File: config.mk
export PLATFORM = sky130hd
export DESIGN_NAME = pvic_top
export DESIGN_NICKNAME = d
export VERILOG_FILES = /design/src/rtl/pvic_pkg.sv /design/src/rtl/pvic_src.sv /design/src/rtl/pvic_arb.sv /design/src/rtl/pvic_top.sv
export SDC_FILE = /design/constraint.sdc
export NUM_CORES = 1
export LEC_CHECK = 0
export ABC_AREA = 1
export BUFFER_PORTS_ARGS = -buffer_cell sky130_fd_sc_hd__buf_2
export CAP_MARGIN = 20
export CORE_MARGIN = 2
export CORE_UTILIZATION = 54
export DETAILED_ROUTE_END_ITERATION = 12
export PLACE_DENSITY = 0.73
export RECOVER_POWER = 50
export SYNTH_ARGS = -nofsm -noshare
export SYNTH_HDL_FRONTEND = slang
export SYNTH_SLANG_ARGS = --single-unit
File: constraint.sdc
create_clock -name clk -period 78.1 [get_ports clk]
set_input_delay 3.905 -clock clk [delete_from_list [all_inputs] [get_ports clk]]
set_output_delay 3.905 -clock clk [all_outputs]
set_load 0.005 [all_outputs]
File: src/rtl/pvic_pkg.sv
package pvic_pkg;
  localparam int PRI_W = 4;
  localparam int VEC_W = 8;

  // word offsets on the register bus
  localparam int OFS_CFG  = 0;
  localparam int OFS_FEAT = 1;
  localparam int OFS_SPUR = 2;
  localparam int OFS_CTP  = 3;
  localparam int OFS_ACK  = 4;
  localparam int OFS_EOI  = 5;
  localparam int OFS_SRC  = 8;

  // field positions in a source configuration word
  localparam int B_MASK   = 31;
  localparam int B_ACT    = 30;
  localparam int B_POL    = 23;
  localparam int B_SENSE  = 22;
  localparam int B_PRI_LO = 16;
  localparam int B_RESET  = 31;

  typedef logic [PRI_W-1:0] pri_t;
  typedef logic [VEC_W-1:0] vec_t;

  function automatic pri_t pri_max(pri_t a, pri_t b);
    return (a > b) ? a : b;
  endfunction

  function automatic logic [31:0] vp_word(logic mask, logic act, logic pol,
                                          logic sense, pri_t pri, vec_t vec);
    logic [31:0] w;
    w = '0;
    w[B_MASK] = mask;
    w[B_ACT] = act;
    w[B_POL] = pol;
    w[B_SENSE] = sense;
    w[B_PRI_LO +: PRI_W] = pri;
    w[VEC_W-1:0] = vec;
    return w;
  endfunction

  function automatic logic [31:0] feat_word(int unsigned nsrc, int unsigned nproc,
                                            logic [7:0] ver);
    logic [31:0] w;
    w = '0;
    w[26:16] = 11'(nsrc - 1);
    w[12:8] = 5'(nproc - 1);
    w[7:0] = ver;
    return w;
  endfunction
endpackage

File: src/rtl/pvic_src.sv
module pvic_src
  import pvic_pkg::*;
(
  input  logic clk,
  input  logic rst_n,
  input  logic clr,
  input  logic pin,
  input  logic mask,
  input  logic sense,
  input  logic pol,
  input  logic ack_hit,
  input  logic eoi_hit,
  output logic req,
  output logic isv
);
  logic act, prev_q, pend_q, isv_q, edge_seen;

  assign act = pol ? pin : ~pin;
  assign edge_seen = act & ~prev_q;

  always_ff @(posedge clk or negedge rst_n) begin
    if (!rst_n) begin
      prev_q <= 1'b0;
      pend_q <= 1'b0;
      isv_q  <= 1'b0;
    end else if (clr) begin
      prev_q <= 1'b0;
      pend_q <= 1'b0;
      isv_q  <= 1'b0;
    end else begin
      prev_q <= act;
      if (edge_seen && !mask && !sense) pend_q <= 1'b1;
      else if (ack_hit)                 pend_q <= 1'b0;
      if (ack_hit)      isv_q <= 1'b1;
      else if (eoi_hit) isv_q <= 1'b0;
    end
  end

  assign req = sense ? (act & ~mask) : pend_q;
  assign isv = isv_q;

  a_r5_ack_sets_service: assert property (@(posedge clk) disable iff (!rst_n || clr)
    ack_hit |=> isv_q);

  a_r7_masked_edge_dropped: assert property (@(posedge clk) disable iff (!rst_n || clr)
    (mask && !pend_q) |=> !pend_q);
endmodule

File: src/rtl/pvic_arb.sv
module pvic_arb
  import pvic_pkg::*;
#(
  parameter int N = 16,
  localparam int IDX_W = (N > 1) ? $clog2(N) : 1
) (
  input  logic [N-1:0]     cand,
  input  pri_t             pri [N],
  output logic             valid,
  output logic [IDX_W-1:0] idx,
  output pri_t             top
);
  // strict comparison keeps the lowest index on ties
  always_comb begin
    valid = 1'b0;
    idx = '0;
    top = '0;
    for (int i = 0; i < N; i++) begin
      if (cand[i] && (!valid || pri[i] > top)) begin
        valid = 1'b1;
        idx = IDX_W'(i);
        top = pri[i];
      end
    end
  end
endmodule

File: src/rtl/pvic_top.sv
module pvic_top
  import pvic_pkg::*;
#(
  parameter int         NSRC      = 16,
  parameter int         AW        = 8,
  parameter int         RST_CYC   = 4,
  parameter logic [7:0] VERSION   = 8'h02,
  parameter logic [7:0] SPUR_INIT = 8'hFF,
  localparam int IDX_W = (NSRC > 1) ? $clog2(NSRC) : 1,
  localparam int CNT_W = $clog2(RST_CYC + 1)
) (
  input  logic            clk,
  input  logic            rst_n,
  input  logic [AW-1:0]   bus_addr,
  input  logic            bus_we,
  input  logic            bus_re,
  input  logic [31:0]     bus_wdata,
  output logic [31:0]     bus_rdata,
  input  logic [NSRC-1:0] src_in,
  output logic            irq_out
);
  logic [CNT_W-1:0] rcnt_q;
  logic             busy, wr_ok, rd_ok, ack_fire, eoi_fire, rst_fire;
  pri_t             ctp_q, thr_pri, isv_top, win_top;
  vec_t             spur_q;
  vec_t             vec_q [NSRC];
  pri_t             pri_q [NSRC];
  logic [NSRC-1:0]  mask_q, sense_q, pol_q, route_q, req, isv, cand;
  logic             win_valid, isv_valid;
  logic [IDX_W-1:0] win_idx, isv_idx;
  logic [31:0]      rd_mux;
  logic             unused_wdata;

  assign unused_wdata = ^bus_wdata;

  assign busy     = (rcnt_q != '0);
  assign wr_ok    = bus_we & ~busy;
  assign rd_ok    = bus_re & ~busy;
  assign ack_fire = rd_ok & (bus_addr == AW'(OFS_ACK));
  assign eoi_fire = wr_ok & (bus_addr == AW'(OFS_EOI));
  assign rst_fire = wr_ok & (bus_addr == AW'(OFS_CFG)) & bus_wdata[B_RESET];

  // self-clearing reset sequencer
  always_ff @(posedge clk or negedge rst_n) begin
    if (!rst_n)        rcnt_q <= '0;
    else if (busy)     rcnt_q <= rcnt_q - 1'b1;
    else if (rst_fire) rcnt_q <= CNT_W'(RST_CYC);
  end

  // global registers
  always_ff @(posedge clk or negedge rst_n) begin
    if (!rst_n) begin
      ctp_q  <= '1;
      spur_q <= SPUR_INIT;
    end else if (busy) begin
      ctp_q  <= '1;
      spur_q <= SPUR_INIT;
    end else if (wr_ok) begin
      if (bus_addr == AW'(OFS_CTP))  ctp_q  <= bus_wdata[PRI_W-1:0];
      if (bus_addr == AW'(OFS_SPUR)) spur_q <= bus_wdata[VEC_W-1:0];
    end
  end

  assign thr_pri = pri_max(ctp_q, isv_top);

  for (genvar i = 0; i < NSRC; i++) begin : g_src
    logic vp_wr, dst_wr, m_r, s_r, p_r, rt_r;
    vec_t v_r;
    pri_t pr_r;

    assign vp_wr  = wr_ok & (bus_addr == AW'(OFS_SRC + 2 * i));
    assign dst_wr = wr_ok & (bus_addr == AW'(OFS_SRC + 2 * i + 1));

    always_ff @(posedge clk or negedge rst_n) begin
      if (!rst_n) begin
        m_r <= 1'b1; s_r <= 1'b0; p_r <= 1'b0; rt_r <= 1'b0;
        v_r <= '0;   pr_r <= '0;
      end else if (busy) begin
        m_r <= 1'b1; s_r <= 1'b0; p_r <= 1'b0; rt_r <= 1'b0;
        v_r <= '0;   pr_r <= '0;
      end else begin
        if (vp_wr) begin
          m_r  <= bus_wdata[B_MASK];
          s_r  <= bus_wdata[B_SENSE];
          p_r  <= bus_wdata[B_POL];
          pr_r <= bus_wdata[B_PRI_LO +: PRI_W];
          v_r  <= bus_wdata[VEC_W-1:0];
        end
        if (dst_wr) rt_r <= bus_wdata[0];
      end
    end

    assign mask_q[i]  = m_r;
    assign sense_q[i] = s_r;
    assign pol_q[i]   = p_r;
    assign route_q[i] = rt_r;
    assign vec_q[i]   = v_r;
    assign pri_q[i]   = pr_r;

    pvic_src u_src (
      .clk     (clk),
      .rst_n   (rst_n),
      .clr     (busy),
      .pin     (src_in[i]),
      .mask    (m_r),
      .sense   (s_r),
      .pol     (p_r),
      .ack_hit (ack_fire & win_valid & (win_idx == IDX_W'(i))),
      .eoi_hit (eoi_fire & isv_valid & (isv_idx == IDX_W'(i))),
      .req     (req[i]),
      .isv     (isv[i])
    );

    assign cand[i] = req[i] & ~m_r & rt_r & ~isv[i] & (pr_r > thr_pri);
  end

  pvic_arb #(.N(NSRC)) u_win (
    .cand (cand), .pri (pri_q), .valid (win_valid), .idx (win_idx), .top (win_top)
  );

  pvic_arb #(.N(NSRC)) u_isv (
    .cand (isv), .pri (pri_q), .valid (isv_valid), .idx (isv_idx), .top (isv_top)
  );

  assign irq_out = win_valid;

  always_comb begin
    rd_mux = '0;
    case (bus_addr)
      AW'(OFS_CFG):  rd_mux[B_RESET] = busy;
      AW'(OFS_FEAT): rd_mux = feat_word(NSRC, 1, VERSION);
      AW'(OFS_SPUR): rd_mux[VEC_W-1:0] = spur_q;
      AW'(OFS_CTP):  rd_mux[PRI_W-1:0] = ctp_q;
      AW'(OFS_ACK):  rd_mux[VEC_W-1:0] = win_valid ? vec_q[win_idx] : spur_q;
      default:       rd_mux = '0;
    endcase
    for (int i = 0; i < NSRC; i++) begin
      if (bus_addr == AW'(OFS_SRC + 2 * i))
        rd_mux = vp_word(mask_q[i], req[i] | isv[i], pol_q[i], sense_q[i], pri_q[i], vec_q[i]);
      if (bus_addr == AW'(OFS_SRC + 2 * i + 1))
        rd_mux = {31'b0, route_q[i]};
    end
  end

  assign bus_rdata = rd_mux;

  a_r4_full_block: assert property (@(posedge clk) disable iff (!rst_n)
    (ctp_q == '1) |-> !irq_out);

  a_r3_winner_above_threshold: assert property (@(posedge clk) disable iff (!rst_n)
    win_valid |-> (win_top > ctp_q) && (win_top > isv_top));

  a_r2_winner_open: assert property (@(posedge clk) disable iff (!rst_n)
    win_valid |-> (!mask_q[win_idx] && route_q[win_idx] && !isv[win_idx]));

  a_r6_eoi_retires_one: assert property (@(posedge clk) disable iff (!rst_n)
    (eoi_fire && isv_valid) |=> ($countones(isv) == $countones($past(isv)) - 1));

  a_r10_reset_starts: assert property (@(posedge clk) disable iff (!rst_n)
    rst_fire |=> busy);
endmodule

==> results of run 1 <==
## worst max-delay path, delay by kind of cell, from the launching register on
kind	cells	cell delay (ps)
compound gates	70	10630
buf+inv	28	2170
simple gates	206	18840
fa+ha+maj	32	10080
flops	1	530
## metal layers
layer  vias up  share of wire, %  track usage (%)
li1      11700                 -                -
met5         -                 0                0
met3       229               8.2             4.29
met4         0               5.2             16.1
met2      1005                45             53.9
met1     11300                41             44.9
## cell usage after synthesis (all sizes together)
cell / instances / area (um2)
a311oi: 7 / 61.3
dlygate4sd1: 1 / 8.76
nor4: 6 / 43.8
nor3: 20 / 110
clkinv: 6 / 22.5
or2: 51 / 319
nand2: 1176 / 4760
nand3: 171 / 911
o22ai: 59 / 369
o311ai: 1 / 8.76
and2: 4 / 26.3
xor2: 16 / 140
clkdlybuf4s50: 1 / 11.3
mux2i: 2 / 20.0
o21ai: 445 / 2230
o211ai: 6 / 50.1
dfstp: 28 / 736
inv: 470 / 1780
nand3b: 1 / 7.51
dfrtp: 291 / 7280
bufbuf: 5 / 149
bufinv: 1 / 17.5
buf: 52 / 460
o2111ai: 4 / 35.0
nor2: 248 / 972
conb: 1 / 3.75
a31o: 6 / 52.6
a21boi: 1 / 7.51
o21bai: 33 / 248
a31oi: 10 / 62.6
or4: 4 / 30.0
nand4: 60 / 397
a221oi: 4 / 35.0
a22oi: 6 / 45.0
a2bb2oi: 1 / 8.76
a21oi: 171 / 886
a211oi: 9 / 67.6
clkbuf: 74 / 412
dlygate4sd3: 1 / 10.0
ha: 155 / 1940
o31ai: 1 / 7.51
o221ai: 7 / 67.6
## cell type report
class	instances	area, um2
Clock inverter	5	75.1
Tap cell	600	751
Clock buffer	58	1060
Timing Repair Buffer	88	490
Sequential cell	319	8020
Multi-Input combinational cell	2701	14000
Inverter	477	1820
Fill cell	4446	19200
## power groups by stage
stage          clock network [mW]  logic, mW  registers, mW
2_1_floorplan                   0      0.237          0.242
3_3_place_gp                    0      0.298          0.259
3_5_place_dp                    0      0.305          0.260
4_1_cts                     0.168      0.306          0.257
5_1_grt                     0.176      0.355          0.265
6_report                    0.168      0.311          0.259
## stage by stage
stage / cells / util (%) / total power, mW / hold WS [ps]
after floorplan: 3631 / - / 0.479 / 453
after global placement: 4183 / 55.3 / 0.556 / 467
after detailed placement: 4184 / 55.3 / 0.565 / 474
after CTS: 4247 / 57.9 / 0.732 / 489
after global routing: 4248 / 57.8 / 0.796 / 513
final: 4248 / 57.8 / 0.738 / 487
## worst min-delay path by stage
stage                                 start           endpoint  slack [ps]  cells past startpoint
after floorplan           g_src[12].pr_r[0]  g_src[12].pr_r[0]         450                      2
after global placement      g_src[4].v_r[0]    g_src[4].v_r[0]         470                      2
after detailed placement   g_src[12].v_r[5]   g_src[12].v_r[5]         470                      2
after CTS                  g_src[12].v_r[5]   g_src[12].v_r[5]         490                      2
after global routing       g_src[4].pr_r[0]   g_src[4].pr_r[0]         510                      2
final                      g_src[4].pr_r[0]   g_src[4].pr_r[0]         490                      2
## cell families (layout without fill, tap and decap cells)
| group | Yosys count | in the layout | synth area share, % |
|---|---|---|---|
| XOR/XNOR | 16 | 16 | 0.565 |
| adder cells (fa/ha/maj) | 155 | 155 | 7.82 |
| flip-flops | 319 | 319 | 32.3 |
| AND/OR/NAND/NOR | 1741 | 1741 | 30.5 |
| other | 1 | 16 | 0.0151 |
| buffers and inverters | 611 | 628 | 11.6 |
| AO/OA/AOI/OAI | 771 | 771 | 17.1 |
| multiplexers | 2 | 2 | 0.0807 |
## state kept, by name, summed over array words and instances (netlist names), 16 cells and up
signal / flops
g_src.u_src.prev_q: 16
g_src.p_r: 16
g_src.s_r: 16
g_src.u_src.pend_q: 16
g_src.rt_r: 16
g_src.m_r: 16
g_src.pr_r: 64
g_src.u_src.isv: 16
g_src.v_r: 128
==> results.md, run 1 <==
* Status: complete, but fails checks
* Violated checks: max-capacitance violations, max-slew violations
* Post-synthesis sequential area ratio at around 32%
* Hold Vio Cnt, Final at 0
* FF-to-FF path depth at ~300
* VDD IR-drop max at approximately 22 uV
* RSZ-0062 raised after global routing: false
* Drt via density at between 5 and 6
* RePlAce Congestion at a little under 1
* CTS tree: yes
* Initial antenna violation count at 0
* # Post-CTS Setup Buffers at 0
* Final setup viols at 0
* Synth warnings at 0
* Port Buffers at around 60
* Total Die Area at 47700 um2
* Share of power burned in registers at 35.1%
* Die Y at around 220 um
* Clock Root Buffer: clkbuf_16
* Drt wl/cell at 18.7 um
* Largest net degree at the start of global routing at 139
* Post-route ant nets at 0
* Fin Setup TNS at 0 ps
* Synth Register Bits at 319
* Cell Pwr Density at 28.2 nW/um2
* CTS resizes at 0
* Clk_skew at 9.20 ps
* Post-route setup slack at around 31000 ps
* Highest clock rate at about 21 MHz
* GRT Util Overall at 33.6%
* Initial Util at 54.7%
* Most frequent cells in the layout: nand2_1 (1086), inv_1 (451), o21ai_0 (416), dfrtp_1 (291), nor2_1 (237)
* Fraction of power consumed by the clock network at 22.7%
* Most common cell after layout, fill and taps aside: nand2_1
* DR vias at 24.3k
* N_diodes at 0
* CP required at 74190 ps
* Clk sink count at 319
* HPWL after DPL at 59700 um
* I/O Pins at 93
* Slowest library cell on the worst path: o21ai_1
* Synth cell types at 70
* Syn Inst Count at around 3.6k
* Worst reg2reg endpoint: g_src[4].u_src.pend_q
* Syn Area/Cell at 6.86 um2
* 1st-iter DRT viols at 2322
* Post-place instance area at roughly 25000 um2
* Critical Path End: bus_rdata[6]
* Post-layout min period at 46730 ps
* CP Launch Point: g_src[0].u_src.isv
* Area added between synthesis and finish at 5.66%
* Global-route wire length before repair at 124000 um
* Post-CTS Hold Fix Bufs at 0
* Die width at 218 um
* Post-route DRC at 0
* Total Wirelength at 79300 um
* Nets at approximately 3.8k
* Pre-CTS setup slack at 32370 ps
* GRT Residual Overflow at 0
* H-tree depth at 2
* Sw Ratio at 44.2%
* Power share of the combinational group at 42.1%
* Clk pin slew, worst setup/hold paths at 60 ps
* Relative slew slack at -388%
* Num CTS Buffers at 35
* Startpoint Class: flop
* Vias in the first global route at 22.9k
* Clock latency on the worst-skew pair at 530 ps
* Slew @ Worst Pin at between 7000 and 8000 ps
* Layout cell share with drive strength beyond 1 at 9.65%
* Sw Pwr at between 0.3 and 0.4 mW
* CP dominant cell by count: nand2_1
* TritonRoute pass-1 iters at 5
* Netlist Area Pre-Place at between 20000 and 25000 um2
* Rows at 78
* Pins Over Slew Limit at 247
* R2r startpoint: g_src[0].u_src.isv
* Core area at 45400 um2
* Hold Crit Class: flop to flop
* Worst reg-to-reg setup slack at between 30000 and 40000 ps
* CP max FO at 19
* CP Capture Type: output pin
* Arrival @ worst endpoint at between 40000 and 50000 ps
* Number of buffers on the longest clock path at 3
* Pleak at 13.3 nW
* Internal power at just over 0.4 mW
* Slowest cell delay on critical path at 850 ps
* Crit share post-route at 59.8%
* Design area at between 20000 and 30000 um2
* Kind of critical path: flop to output pin
* Max Cap Viol at 3
Note: power is estimated with default switching activity, not from simulation.
==> run 2: changes to the inputs <==
--- a/config.mk
+++ b/config.mk
@@ -11,7 +11,7 @@
 export CORE_MARGIN = 2
 export CORE_UTILIZATION = 54
 export DETAILED_ROUTE_END_ITERATION = 12
-export PLACE_DENSITY = 0.73
+export PLACE_DENSITY = 0.76
 export RECOVER_POWER = 50
 export SYNTH_ARGS = -nofsm -noshare
 export SYNTH_HDL_FRONTEND = slang
==> constraint.sdc (replaced) <==
create_clock -name clk -period 38.7 [get_ports clk]
set_input_delay 1.935 -clock clk [delete_from_list [all_inputs] [get_ports clk]]
set_output_delay 1.935 -clock clk [all_outputs]
set_load 0.005 [all_outputs]
==> results.md, run 2 (synthesis results as in run 1) <==
* Status: complete, but fails checks
* Violated checks: max-capacitance violations, max-slew violations, negative setup slack
* Pins Over Slew Limit at 324
* Min-delay src: g_src[12].v_r[5]
* Port Buffers at 59
* Drt wl/cell at 20.6 um
* Post-route core utilization at 70.4%
* Clock Root Buffer: clkbuf_16
* GRT Residual Overflow at 0
* Clk pin slew, worst setup/hold paths at approximately 60 ps
* Vias in the first global route at 26.3k
* TritonRoute pass-1 iters at 8
* Slowest cell delay on critical path at between 500 and 600 ps
* Rows at 78
* Slowest library cell on the worst path: dfrtp_2
* Kind of critical path: flop to output pin
* Power share of the combinational group at between 40 and 50%
* Hold EP: g_src[12].v_r[5]
* CTS tree: yes
* RePlAce Congestion at around 0.98
* Pleak at 15.9 nW
* CP Capture Type: output pin
* Global-route wire length before repair at 139000 um
* Total Wirelength at between 90000 and 100000 um
* Biggest regs: g_src.v_r x128, g_src.pr_r x64
* Post-CTS Hold Fix Bufs at 0
* Hold Vio Cnt, Final at 0
* Clk_skew at 23.1 ps
* Share of power burned in registers at 33.4%
* Initial antenna violation count at 2
* Layout cell share with drive strength beyond 1 at approximately 28%
* DP Cell Count at 4449
* Sw Ratio at 46.0%
* GRT Util Overall at between 30% and 40%
* Fin Hold WS at 487 ps
* Num CTS Buffers at 34
* Total Die Area at 47700 um2
* 1st-iter DRT viols at about 3.5k
* Largest net degree at the start of global routing at 179
* Startpoint Class: flop
* CP top delay family: simple AND/OR/NAND/NOR gates
* Max reg flops at ~130
* Fraction of power consumed by the clock network at 20.7%
* I/O Pins at slightly above 90
* VDD IR-drop max at ~44 uV
* Sw Pwr at about 0.74 mW
* Max Cap Viol at 3
* Post-layout min period at 41790 ps
* Clock latency on the worst-skew pair at 540 ps
* Arrival @ worst endpoint at 39850 ps
* Worst reg2reg endpoint: g_src[11].u_src.pend_q
* Post-route ant nets at 0
* Hold Crit Depth at 2
* CP max FO at 8
* Nets at 4322
* Slew @ Worst Pin at approximately 9400 ps
* RSZ-0062 raised after global routing: true
* Die width at roughly 220 um
* Buf/Inv on CP at 52
* Highest clock rate at 23.9 MHz
* Most common cell after layout, fill and taps aside: nand2_1
* CP required at 36760 ps
* Worst reg-to-reg setup slack at 1070 ps
* Clk sink count at 319
* FF-to-FF path depth at 321
* Largest register by flop count: g_src.v_r
* Hold Crit Class: flop to flop
* Crit share post-route at 108%
* R2r startpoint: g_src[0].u_src.isv
* Die Y at roughly 220 um
* DR vias at 28.3k
* Final setup viols at 8
* Drt via density at 5.99
* HPWL after DPL at around 62000 um
* Number of buffers on the longest clock path at 3
* Area added between synthesis and finish at 28.8%
* Cell Pwr Density at 50.6 nW/um2
* Finished Layout Cells at 4733
* Post-route setup slack at -3090 ps
* Most frequent cells in the layout: nand2_1 (986), buf_4 (470), inv_1 (425), o21ai_0 (330), dfrtp_1 (290)
* Internal power at 0.873 mW
* Initial Util at 54.7%
* Fin Setup TNS at -23470 ps
* Relative slew slack at -527%
* N_diodes at 0
* Core area at 45400 um2
* CP dominant cell by count: nand2_1
* Post-route DRC at 0
* H-tree depth at 2
## run 2: changes by cell type in the layout (fill, tap and decap cells not counted), moves of 37 or more
cell	before	now
buf_4	18	470
nand2_1	1086	986
o21ai_0	416	330
nand2_2	67	119
ha_1	154	107
ha_4	0	45
nand2_4	22	67
o21ai_2	4	41
## run 2: final cells by class
cell class,count,area (um2)
Clock inverter,8,70.1
Timing Repair Buffer,571,4370
Fill cell,3489,13400
Multi-Input combinational cell,2704,15900
Tap cell,600,751
Clock buffer,54,1050
Sequential cell,319,8020
Inverter,477,1850
## run 2: metrics by stage
step                cell area, um2  setup WS (ps)  total power, mW
CTS                          30400           -284             1.50
finish                       32000          -3090             1.62
global placement             27200          -1500             1.12
global route                 32000          -5450             1.71
detailed placement           27200          -2160             1.15
floorplan                    24900           1400            0.967
## run 2: tightest hold or removal path, stage by stage (launching register included)
cell	delay, ps
dfrtp_1	340
nand2_1	50
o21ai_0	60
## run 2: how the worst max path moves through the flow
| stage | depth (start not counted) | startpoint | endpoint |
|---|---|---|---|
| floorplan | 350 | g_src[0].u_src.isv | bus_rdata[2] |
| finish | 348 | g_src[0].u_src.isv | bus_rdata[2] |
| global placement | 344 | g_src[0].u_src.isv | bus_rdata[6] |
| global route | 347 | g_src[0].u_src.isv | bus_rdata[2] |
| detailed placement | 346 | g_src[0].u_src.isv | bus_rdata[6] |
| CTS | 353 | g_src[0].u_src.isv | bus_rdata[6] |
## run 2: power by group through the flow
stage	Sequential [mW]	Clock, mW	Combinational [mW]
CTS	0.524	0.335	0.640
global route	0.550	0.349	0.813
detailed placement	0.524	0	0.621
floorplan	0.489	0	0.478
finish	0.540	0.335	0.741
global placement	0.521	0	0.601
## run 2: what timing repair did
item | in CTS | in global routing
setup buffers | 169 | 52
setup endpoints to repair | 8 | 40
cloned | 3 | 0
resized for setup | 277 | 236
pin swaps | 243 | 293
## run 2: per-layer routing
| metal | track usage [%] | wire, um | share of wire (%) |
|---|---|---|---|
| met5 | 0 | 22 | 0.023 |
| met4 | 22.4 | 7860 | 8.1 |
| met3 | 5.57 | 10500 | 11 |
| met2 | 60.0 | 43600 | 45 |
| met1 | 47.4 | 35600 | 36 |
